`config.mk`:
```
export PLATFORM = sky130hd
export DESIGN_NAME = pin_edge_irq
export DESIGN_NICKNAME = d
export VERILOG_FILES = /design/src/rtl/pei_pkg.sv /design/src/rtl/pei_regs.sv /design/src/rtl/pei_edge.sv /design/src/rtl/pei_latch.sv /design/src/rtl/pin_edge_irq.sv
export SDC_FILE = /design/constraint.sdc
export NUM_CORES = 1
export LEC_CHECK = 0
export BUFFER_PORTS_ARGS = -buffer_cell sky130_fd_sc_hd__buf_2
export CAP_MARGIN = 20
export CORE_MARGIN = 5
export CORE_UTILIZATION = 49
export CTS_CLUSTER_DIAMETER = 60
export DETAILED_ROUTE_END_ITERATION = 8
export PLACE_DENSITY = 0.91
export SKIP_LAST_GASP = 1
export SLEW_MARGIN = 40
export SYNTH_ARGS = -nofsm -noshare
export SYNTH_HDL_FRONTEND = slang
export SYNTH_SLANG_ARGS = --single-unit
```
`constraint.sdc`:
```
create_clock -name clk -period 1.95 [get_ports clk]
set_clock_uncertainty 0.2 [all_clocks]
set_input_delay 0.4875 -clock clk [delete_from_list [all_inputs] [get_ports clk]]
set_output_delay 0.4875 -clock clk [all_outputs]
set_load 0.05 [all_outputs]
```
`src/rtl/pei_pkg.sv`:
```
// Package: shared selector encoding for the pin edge interrupt block.
// Assumes: a single-bit register select on both write and read paths.
package pei_pkg;
    typedef enum logic {
        SEL_ENABLE = 1'b0,
        SEL_RISE   = 1'b1
    } pei_sel_e;
endpackage

```
`src/rtl/pei_regs.sv`:
```
// Module: control registers of the pin edge interrupt block.
// Holds the per-pin enable mask and the per-vector polarity bits, and
// provides a combinational read mux. It raises a one-cycle strobe when
// the polarity bits are written so the request latches can be cleared.
// Assumes: writes are single-cycle strobes sampled on clk.
module pei_regs #(
    parameter int NPINS = 8,
    parameter int NVEC  = 2
) (
    input  logic             clk,
    input  logic             rst_n,
    input  logic             wr_en,
    input  logic             wr_sel,
    input  logic [NPINS-1:0] wr_data,
    input  logic             rd_sel,
    output logic [NPINS-1:0] rd_data,
    output logic [NPINS-1:0] en_q,
    output logic [NVEC-1:0]  rise_q,
    output logic             rise_wr
);
    import pei_pkg::*;

    // Register updates on a write strobe.
    always_ff @(posedge clk) begin
        if (!rst_n) begin
            en_q   <= '0;
            rise_q <= '0;
        end else if (wr_en) begin
            if (pei_sel_e'(wr_sel) == SEL_ENABLE) en_q   <= wr_data;
            else                                  rise_q <= wr_data[NVEC-1:0];
        end
    end

    // Strobe marking a polarity write in this cycle.
    assign rise_wr = wr_en && (pei_sel_e'(wr_sel) == SEL_RISE);

    // Read mux; polarity bits zero-extended.
    always_comb begin
        rd_data = '0;
        if (pei_sel_e'(rd_sel) == SEL_ENABLE) rd_data = en_q;
        else                                  rd_data[NVEC-1:0] = rise_q;
    end


    en_load_chk: assert property (@(posedge clk) disable iff (!rst_n)
        (wr_en && !wr_sel) |=> (en_q == $past(wr_data)));


    rise_load_chk: assert property (@(posedge clk) disable iff (!rst_n)
        (wr_en && wr_sel) |=> (rise_q == $past(wr_data[NVEC-1:0])));
endmodule

```
`src/rtl/pei_edge.sv`:
```
// Module: per-pin edge detection and per-vector grouping.
// Compares each pin with its sample from the previous cycle. The sample
// register tracks every pin whatever its enable, so enabling a pin at a
// steady level finds no edge. A qualified edge is combined by OR into
// the hit of the pin's vector; pins are grouped contiguously.
// Assumes: pin_in is synchronous to clk; NPINS is a multiple of NVEC.
module pei_edge #(
    parameter int NPINS = 8,
    parameter int NVEC  = 2
) (
    input  logic             clk,
    input  logic             rst_n,
    input  logic [NPINS-1:0] pin_in,
    input  logic [NPINS-1:0] pin_is_input,
    input  logic [NPINS-1:0] en_q,
    input  logic [NVEC-1:0]  rise_q,
    output logic [NVEC-1:0]  vec_hit
);
    localparam int GRP = NPINS / NVEC;

    logic [NPINS-1:0] prev_q;
    logic [NPINS-1:0] pin_hit;

    // Previous-level sample, tracking all pins unconditionally.
    always_ff @(posedge clk) begin
        if (!rst_n) prev_q <= '0;
        else        prev_q <= pin_in;
    end

    for (genvar p = 0; p < NPINS; p++) begin : g_pin
        localparam int V = p / GRP;
        logic up, dn;
        // Edge of the vector's polarity, gated by enable and input mode.
        always_comb begin
            up = pin_in[p] && !prev_q[p];
            dn = !pin_in[p] && prev_q[p];
            pin_hit[p] = en_q[p] && pin_is_input[p] && (rise_q[V] ? up : dn);
        end
    end

    for (genvar v = 0; v < NVEC; v++) begin : g_vec
        // OR of the qualified edges of the vector's group.
        assign vec_hit[v] = |pin_hit[v*GRP +: GRP];
    end
endmodule

```
`src/rtl/pei_latch.sv`:
```
// Module: pending request latch of one vector.
// Priority, highest first: polarity-write clear, new edge, acknowledge.
// Assumes: hit, ack and clr are sampled on clk.
module pei_latch (
    input  logic clk,
    input  logic rst_n,
    input  logic hit,
    input  logic ack,
    input  logic clr,
    output logic req
);
    // Request state update.
    always_ff @(posedge clk) begin
        if (!rst_n)   req <= 1'b0;
        else if (clr) req <= 1'b0;
        else if (hit) req <= 1'b1;
        else if (ack) req <= 1'b0;
    end


    ack_clears_chk: assert property (@(posedge clk) disable iff (!rst_n)
        (req && ack && !hit) |=> !req);


    hit_wins_chk: assert property (@(posedge clk) disable iff (!rst_n)
        (hit && !clr) |=> req);


    rise_wr_clears_chk: assert property (@(posedge clk) disable iff (!rst_n)
        clr |=> !req);


    holds_chk: assert property (@(posedge clk) disable iff (!rst_n)
        (req && !ack && !clr) |=> req);


    no_spurious_chk: assert property (@(posedge clk) disable iff (!rst_n)
        (!req && !hit) |=> !req);
endmodule

```
`src/rtl/pin_edge_irq.sv`:
```
// Module: top of the edge-triggered pin interrupt controller.
// Wires the control registers, the edge detector and one request latch
// per vector. A polarity write clears all vectors.
// Assumes: pin_in synchronized upstream; NPINS a multiple of NVEC.
module pin_edge_irq #(
    parameter int NPINS = 8,
    parameter int NVEC  = 2
) (
    input  logic             clk,
    input  logic             rst_n,
    input  logic [NPINS-1:0] pin_in,
    input  logic [NPINS-1:0] pin_is_input,
    input  logic             wr_en,
    input  logic             wr_sel,
    input  logic [NPINS-1:0] wr_data,
    input  logic             rd_sel,
    output logic [NPINS-1:0] rd_data,
    input  logic [NVEC-1:0]  irq_ack,
    output logic [NVEC-1:0]  irq_req
);
    logic [NPINS-1:0] en_q;
    logic [NVEC-1:0]  rise_q;
    logic             rise_wr;
    logic [NVEC-1:0]  vec_hit;

    pei_regs #(.NPINS(NPINS), .NVEC(NVEC)) u_regs (
        .clk(clk), .rst_n(rst_n), .wr_en(wr_en), .wr_sel(wr_sel),
        .wr_data(wr_data), .rd_sel(rd_sel), .rd_data(rd_data),
        .en_q(en_q), .rise_q(rise_q), .rise_wr(rise_wr)
    );

    pei_edge #(.NPINS(NPINS), .NVEC(NVEC)) u_edge (
        .clk(clk), .rst_n(rst_n), .pin_in(pin_in),
        .pin_is_input(pin_is_input), .en_q(en_q), .rise_q(rise_q),
        .vec_hit(vec_hit)
    );

    for (genvar v = 0; v < NVEC; v++) begin : g_latch
        pei_latch u_latch (
            .clk(clk), .rst_n(rst_n), .hit(vec_hit[v]),
            .ack(irq_ack[v]), .clr(rise_wr), .req(irq_req[v])
        );
    end


    reset_idle_chk: assert property (@(posedge clk)
        !rst_n |=> (irq_req == '0));
endmodule

```
# Word level (Yosys, flattened, before mapping)
# Index checks and enable logic that the tools add are counted.
# W data, S select, Z words.
word_totals:
  ff_bits: 20
  in_bits: 31
  output_inout_bits: 10
op_classes:
  n_mux: 14
  bitwise_logic: 2
  reduce_logical: 56
ops:
  columns: ["operator", "n"]
  rows:
  - ["$logic_and A1 B1 Y1", 33]
  - ["$logic_not A1 Y1", 16]
  - ["$mux W1", 12]
  - ["$reduce_or A4 Y1", 2]
  - ["$mux W6", 1]
  - ["$reduce_and A2 Y1", 2]
  - ["$reduce_bool A2 Y1", 2]
  - ["$mux W2", 1]
  - ["$not A1 Y1", 2]
  - ["$reduce_or A2 Y1", 1]

# Longest topological paths before layout
# Gate-level depths: netlist of the first run.
depth:
  depth_word: 6
  mapped_depth: 5
  mapped_depth_nobuf: 4

# Cells and area by module
# A second synthesis of the first run with hierarchy kept.
unflattened:
  hier_cells: 104
  hier_area_um2: 1006.0
modules_own_cells:
  columns: ["mod", "n_inst", "cells_per_inst", "area_each_um2", "seq_area_each_um2"]
  rows:
  - ["pei_regs", 1, 52, 491.7, 200.2]
  - ["pei_edge", 1, 44, 434.2, 160.2]
  - ["pei_latch", 2, 4, 40.0, 20.0]

# Least setup slack after synthesis of the first run
# No wires, ideal clock.
synth_timing:
  kind: "input port to output port"
  start: "input port rd_sel"
  end: "output port rd_data[2]"
  arrival_time_ns: 1.177
  slack_ns: 0.086
  stages: 1
  n_path_buf: 0
  path_cell_list: "nor2b_1"
synth_via:
  elab_chain_len: 1
synth_rtl:
  columns: ["item", "line", "source"]
  rows:
  - ["from (decl)", "pin_edge_irq.sv:16", "input logic rd_sel,"]
  - ["$mux W6", "pei_regs.sv:40", "if (pei_sel_e'(rd_sel) == SEL_ENABLE) rd_data = en_q;"]
  - ["to (decl)", "pin_edge_irq.sv:17", "output logic [NPINS-1:0] rd_data,"]
# Every way passes these cells.

# Final worst setup path of the first run
layout_timing:
  start: "input port rd_sel"
  end: "output port rd_data[0]"
layout_via:
  elab_chain_len: 1
layout_rtl:
  columns: ["item", "line"]
  rows:
  - ["$mux W2", "pei_regs.sv:40"]
# Every way passes these cells.

==> summary.txt, run 1 <==
Yosys
  – Sequential area share after synthesis: 0.424
  – Post-synth EDFFs: 0
  – Summed instance area of the synthesized netlist: 943 um^2
  – Number of warnings reported in the yosys synthesis log: 0
  – Most used flip-flop cell after synthesis: sky130_fd_sc_hd__dfxtp_1
  – Cell types with the largest area share after synthesis: sky130_fd_sc_hd__dfxtp_1 42%, sky130_fd_sc_hd__nor2b_1 9.9%, sky130_fd_sc_hd__mux2i_1 8.5%, sky130_fd_sc_hd__and2_1 5.3%, sky130_fd_sc_hd__nand2_1 4.8%
  – Yosys reg bits: 20
  – Area fraction of the dominant cell type after synthesis: 0.424
  – Synth Area per Inst: a little over 9 um^2
  – Synth async-reset ratio: 0
  – Gate count of the mapped netlist: about 100
  – Top cell type by total area after synthesis: sky130_fd_sc_hd__dfxtp_1
  – Netlist cell types: 23
  – Net count of the mapped netlist: between 100 and 150

Placed design
  – Placement-stage worst setup slack: 0.0881 ns
  – DP Wirelength: 1650 um
  – RePlAce Congestion: a little over 0.7
  – Number of buffers inserted by port buffering: 40

Pwr
  – Total design power: around 0.00076 W
  – Worst supply voltage drop on vdd: 0.000531 V
  – Leak pwr: 0.523 nW
  – Pwr Density: 642 nW/um^2

Clocking
  – Clock Latency Late Sink: ~0.29 ns
  – Clock tree root buffer cell: sky130_fd_sc_hd__clkbuf_4
  – Largest buffer count on any clock path: 2
  – Clock Sinks: 20
  – Total number of H-tree levels: 1
  – Register clock-pin slew on the reported worst setup and hold paths: roughly 0.1 ns
  – TritonCTS clock tree: built
  – Number of CTS-inserted buffers: 3
  – Count of hold buffers inserted by post-cts repair: 0

STA
  – Share of the clock period used by the worst path after layout: 0.952
  – Worst slew slack as a fraction of its limit: 0.825
  – Number of pins exceeding their max-slew limit in the final report: 0
  – Maximum clock frequency: ~540 MHz
  – Count of endpoints failing hold in the final timing report: 0
  – Number of endpoints failing setup at the final stage: 0
  – Unrepaired setup endpoints after global routing: no
  – Minimum period implied by the final worst setup slack: 1.86 ns
  – Setup Total Neg Slack: 0 ns
  – Actual transition at the worst max-transition pin: 0.262 ns
  – Post-Route Hold Slack: 0.217 ns
  – Setup slack of the critical path after layout: 0.0928 ns

Floorplan
  – Area of the die: 2900 um^2
  – Initial standard-cell utilization of the core: 0.529
  – Placeable Area: 1780 um^2
  – Boundary pin count: 41
  – Core Rows: 15
  – Width of the die: 53.9 um
  – Vertical die dimension: 53.9 um

Worst setup path
  – Endpoint arrival time on the critical path: between 1 and 1.5 ns
  – Setup Crit Path Kind: in2out
  – Capturing instance or port of the critical path: rd_data[0]
  – Worst setup slack for register-to-register paths: between 0.4 and 0.5 ns
  – Critical path origin: rd_sel
  – Critical path data required time: 1.26 ns
  – Sort of element at the start of the critical path: input port
  – Slowest cell on crit path: sky130_fd_sc_hd__mux2_2
  – R2R cell count: 5
  – Max incr delay on CP: 0.34 ns
  – Most Frequent Cell on Critical Path: sky130_fd_sc_hd__buf_2
  – Crit path capture type: primary output
  – Highest net fanout along the worst path: 5
  – R2r startpoint: u_regs.rise_q[1]$_SDFFE_PN0P_
  – Cell chain of the critical path: buf_2, mux2_2, buf_2
  – Terminus of the critical flop-to-flop path: g_latch[1].u_latch.req$_SDFFE_PP0P_

Global route
  – Vias in the first global route: 837
  – First-pass GRT wire length: 3520 um
  – Total congestion overflow after global routing: 0
  – Antenna violations before repair: 0
  – Total Routing Usage GR: 0.167
  – Maximum number of pins on one net before global-route repair: 20

Final layout
  – Area used by multi-input combinational logic: a little under 500 um^2
  – Sequential cell area: 402 um^2
  – Fillcell total: 152
  – Share of cells above drive strength 1: 0.347
  – Number of antenna cells inserted: 0
  – Layout overhead on the synthesized area: 25.3%
  – Number of nets in the finished design: 177

Drt
  – Top Layer Used: met4
  – TritonRoute pass-1 iters: 3
  – WL met2: 967 um
  – Met3 WL: 162 um
  – Post-detailed-routing wire length: 2060 um
  – Detailed-route DRC error count: 0
  – Count of antenna-violating nets left after detailed routing: 0
  – Routed via count divided by cell count: a little under 5
  – M1 WL: approximately 900 um
  – Number of design-rule violations left by the first detailed-router iteration: 7
  – Avg WL per Cell: 12.2 um
  – Total via count after detailed routing: 837

Flow run
  – Max_cap viols: 0

Hold path
  – Tightest Hold Check Type: in2reg
  – Hold path cells: 2

Status
  – Outcome: finished, final reports clean
-- metal layers --
| metal | vias to the layer above | track usage |
|---|---|---|
| li1 | 436 | - |
| met1 | 364 | 0.183 |
| met2 | 33 | 0.298 |
| met3 | 4 | 0.0416 |
| met4 | 0 | 0.0766 |
| met5 | - | 0 |
-- metrics by stage --
| step | std cells | utilization | cell area (um^2) |
|---|---|---|---|
| after floorplan | 103 | - | 943 |
| after global placement | 166 | 0.650 | 1160 |
| after detailed placement | 166 | 0.650 | 1160 |
| after CTS | 169 | 0.663 | 1180 |
| after global routing | 169 | 0.663 | 1180 |
| final | 169 | 0.663 | 1180 |
-- registers in the layout (all words and copies together) (netlist names) --
signal,cells
g_latch.u_latch.req,2
u_regs.rise_q,2
u_regs.en_q,8
u_edge.prev_q,8
-- what timing repair did --
item                       in CTS  in global routing
setup endpoints to repair       1                  0
buffers inserted                0                  0
hold endpoints to repair        0                  0
gates resized for setup         1                  0
-- cells in the mapped netlist, drive strengths merged, types with 4 or more instances --
master  instances
dfxtp          20
nor2b          15
nand2          12
and2            8
mux2i           8
buf             5
a31oi           4
nand2b          4
o22ai           4
-- layout make-up --
cell class,count,share of cell area
clock buffers,3,0.0190
inverters,2,0.00635
multi-input cells,75,0.414
flip-flops and latches,20,0.340
well taps,25,0.0265
repair buffers,44,0.195
-- placed cells by master (no fill, tap or decap), drive strengths merged --
master / n
a21boi: 2
a21oi: 2
a31oi: 4
a32oi: 2
and2: 8
buf: 44
clkbuf: 3
dfxtp: 20
inv: 2
mux2: 2
mux2i: 8
nand2: 12
nand2b: 4
nand3: 2
nand3b: 2
nor2: 2
nor2b: 15
nor3b: 2
o211ai: 2
o22ai: 4
or3b: 2
-- worst min path at each step --
stage / end / start / slack [ns]
floorplan: g_latch[0].u_latch.req$_SDFFE_PP0P_ / u_regs.en_q[3]$_SDFFE_PN0P_ / 0.30
global placement: u_regs.en_q[7]$_SDFFE_PN0P_ / u_regs.en_q[7]$_SDFFE_PN0P_ / 0.32
detailed placement: u_regs.en_q[3]$_SDFFE_PN0P_ / u_regs.en_q[3]$_SDFFE_PN0P_ / 0.33
CTS: u_edge.prev_q[6]$_SDFF_PN0_ / pin_in[6] / 0.21
global route: u_edge.prev_q[5]$_SDFF_PN0_ / pin_in[5] / 0.20
finish: u_edge.prev_q[6]$_SDFF_PN0_ / pin_in[6] / 0.22
-- where the power goes --
part / switching, W / internal [W] / total [W]
clock: 0.000114 / 0.0000719 / 0.000186
sequential: 0.0000121 / 0.000428 / 0.000440
combinational: 0.0000700 / 0.0000626 / 0.000133
-- kinds of logic after synthesis --
logic type / synth area share
simple gates: 0.296
mux: 0.109
compound gates: 0.114
flops: 0.424
buf+inv: 0.0570
-- critical path, delay by kind of cell --
kind,cells,cell delay [ns]
multiplexers,1,0.34
buffers and inverters,2,0.34
(Power assumes the default switching activity.)
==> inputs of run 2 (changes only) <==
Settings changed: CELL_PAD_IN_SITES_DETAIL_PLACEMENT from default to 1, CELL_PAD_IN_SITES_GLOBAL_PLACEMENT from default to 2, CORE_ASPECT_RATIO from default to 1.75, CORE_UTILIZATION 49 to 28, PLACE_DENSITY 0.91 to 0.92.
==> run 2 against run 1 <==
Net effect:
- sequential share of layout area shrank 1.6 points
- die area rose by 61%
- count of clock-buffer cells in the layout grew 1
- first-iteration DRC count decreased by 29%
- final area increased by 4.8%
- wire length increased by 19%
- critical path depth unchanged
- sequential power hardly changed
- highest routed layer unchanged
==> summary.txt, run 2 (synthesized netlist as in run 1, its figures left out) <==
Drt
  – TritonRoute pass-1 iters: 2
  – Avg WL per Cell: 12.9 um
  – Total via count after detailed routing: 870
  – Post-detailed-routing wire length: 2450 um
  – Count of antenna-violating nets left after detailed routing: 0
  – Routed via count divided by cell count: 4.58
  – Detailed-route DRC error count: 0
  – Number of design-rule violations left by the first detailed-router iteration: 5

Worst setup path
  – Max incr delay on CP: 0.34 ns
  – Sort of element at the start of the critical path: input port
  – Buf+Inv Stages, Crit Path: 2
  – Terminus of the critical flop-to-flop path: g_latch[0].u_latch.req$_SDFFE_PP0P_
  – Setup Crit Path Kind: in2out
  – Critical path data required time: 1.26 ns
  – Endpoint arrival time on the critical path: 1.17 ns
  – Slowest cell on crit path: sky130_fd_sc_hd__mux2_2
  – Cell chain of the critical path: buf_2, mux2_2, buf_2
  – Worst setup slack for register-to-register paths: 0.48 ns
  – Most Frequent Cell on Critical Path: sky130_fd_sc_hd__buf_2
  – Highest net fanout along the worst path: 4
  – R2R cell count: 5
  – Crit path capture type: primary output
  – CP Depth: 3
  – Critical path's top delay family: multiplexers
  – R2r startpoint: u_regs.rise_q[0]$_SDFFE_PN0P_

Pwr
  – Pwr Density: 710 nW/um^2
  – Worst supply voltage drop on vdd: 0.000415 V
  – Total design power: 0.000880 W
  – Leak pwr: 0.538 nW

Global route
  – Total congestion overflow after global routing: 0
  – Maximum number of pins on one net before global-route repair: 20
  – Total Routing Usage GR: 0.118
  – First-pass GRT wire length: about 4200 um
  – Antenna violations before repair: 0
  – Vias in the first global route: 977

Floorplan
  – Core Rows: 28
  – Placeable Area: 3330 um^2
  – Boundary pin count: a little over 40
  – Area of the die: 4680 um^2
  – Vertical die dimension: 86.8 um
  – Initial standard-cell utilization of the core: 0.283
  – Width of the die: 53.9 um

Placed design
  – DP Wirelength: 2060 um
  – RePlAce Congestion: 0.730
  – Placement-stage worst setup slack: a little over 0.08 ns
  – Number of buffers inserted by port buffering: 40

Clocking
  – Post-CTS Resized: 0
  – Total number of H-tree levels: 1
  – Register clock-pin slew on the reported worst setup and hold paths: 0.07 ns
  – Number of CTS-inserted buffers: 3
  – Largest buffer count on any clock path: 2
  – Count of hold buffers inserted by post-cts repair: 0
  – Clock Sinks: 20
  – Buffer count from post-CTS setup fixing: 0
  – TritonCTS clock tree: built
  – Clock Latency Late Sink: 0.25 ns
  – Clock tree root buffer cell: sky130_fd_sc_hd__clkbuf_8

Final layout
  – Commonest non-fill, non-tap cell in the layout: sky130_fd_sc_hd__buf_2
  – Highest-count cells in the layout ignoring fill and taps: 40 x sky130_fd_sc_hd__buf_2, 20 x sky130_fd_sc_hd__dfxtp_1, 15 x sky130_fd_sc_hd__nor2b_1
  – Layout overhead on the synthesized area: 31.3%
  – Share of cells above drive strength 1: 0.345
  – Number of antenna cells inserted: 0
  – Largest registers in the final layout: u_edge.prev_q: 8 flops, u_regs.en_q: 8 flops
  – Share of the core filled with cells: 0.372
  – Number of nets in the finished design: 177

Hold path
  – Worst Hold Launch: pin_in[0]
  – End point of the most critical hold path: u_edge.prev_q[0]$_SDFF_PN0_
  – Tightest Hold Check Type: in2reg
  – Hold path cells: 2

STA
  – Number of endpoints failing setup at the final stage: 0
  – Number of pins exceeding their max-slew limit in the final report: 0
  – Share of the clock period used by the worst path after layout: 0.954
  – Actual transition at the worst max-transition pin: 0.264 ns
  – Minimum period implied by the final worst setup slack: 1.86 ns
  – Setup slack of the critical path after layout: 0.0903 ns
  – Count of endpoints failing hold in the final timing report: 0
  – Worst slew slack as a fraction of its limit: 0.824
  – Unrepaired setup endpoints after global routing: no
  – Maximum clock frequency: between 500 and 600 MHz
  – Setup Total Neg Slack: 0 ns

Flow run
  – Max_cap viols: 0

Status
  – Outcome: finished, final reports clean
[run 2: cell types whose count changed in the layout (fill, tap and decap cells not counted)]
cell,delta
sky130_fd_sc_hd__dfxtp_1,+1
sky130_fd_sc_hd__dfxtp_2,-1
sky130_fd_sc_hd__clkbuf_4,-3
sky130_fd_sc_hd__clkbuf_8,+4
[run 2: through the flow]
step	hold slack [ns]	std cells	instance area, um^2
after floorplan	0.297	103	943
after global placement	0.318	186	1180
after detailed placement	0.351	186	1180
after CTS	0.264	190	1240
after global routing	0.280	190	1240
final	0.269	190	1240
[run 2: how the worst max path moves through the flow]
stage	to	from
after floorplan	rd_data[2]	rd_sel
after global placement	rd_data[0]	rd_sel
after detailed placement	rd_data[1]	rd_sel
after CTS	rd_data[1]	rd_sel
after global routing	rd_data[1]	rd_sel
final	rd_data[1]	rd_sel
[run 2: report_power, final]
group | leakage, nW | switching, W | internal (W)
combinational | 0.344 | 0.0000734 | 0.0000625
sequential | 0.165 | 0.0000117 | 0.000428
clock | 0.0288 | 0.000125 | 0.000179
total | 0.538 | 0.000210 | 0.000670
[run 2: final cells by class]
cell class,instances,area (um^2)
Multi-Input combinational cell,75,489
Sequential cell,20,400
Timing Repair Buffer,44,230
Clock buffer,4,55.1
Fill cell,417,2090
Inverter,2,7.51
Tap cell,45,56.3
[run 2: worst reg2reg max path: cells and delay by family (launching register included)]
family / cells / cell delay (ns)
compound gates: 3 / 0.36
flops: 1 / 0.31
simple gates: 1 / 0.37
buf+inv: 1 / 0.16
[run 2: routing by layer]
metal	GRT usage	wire (um)
met4	0.0349	17
met5	0	0
met2	0.208	1270
met1	0.138	1010
met3	0.0241	142
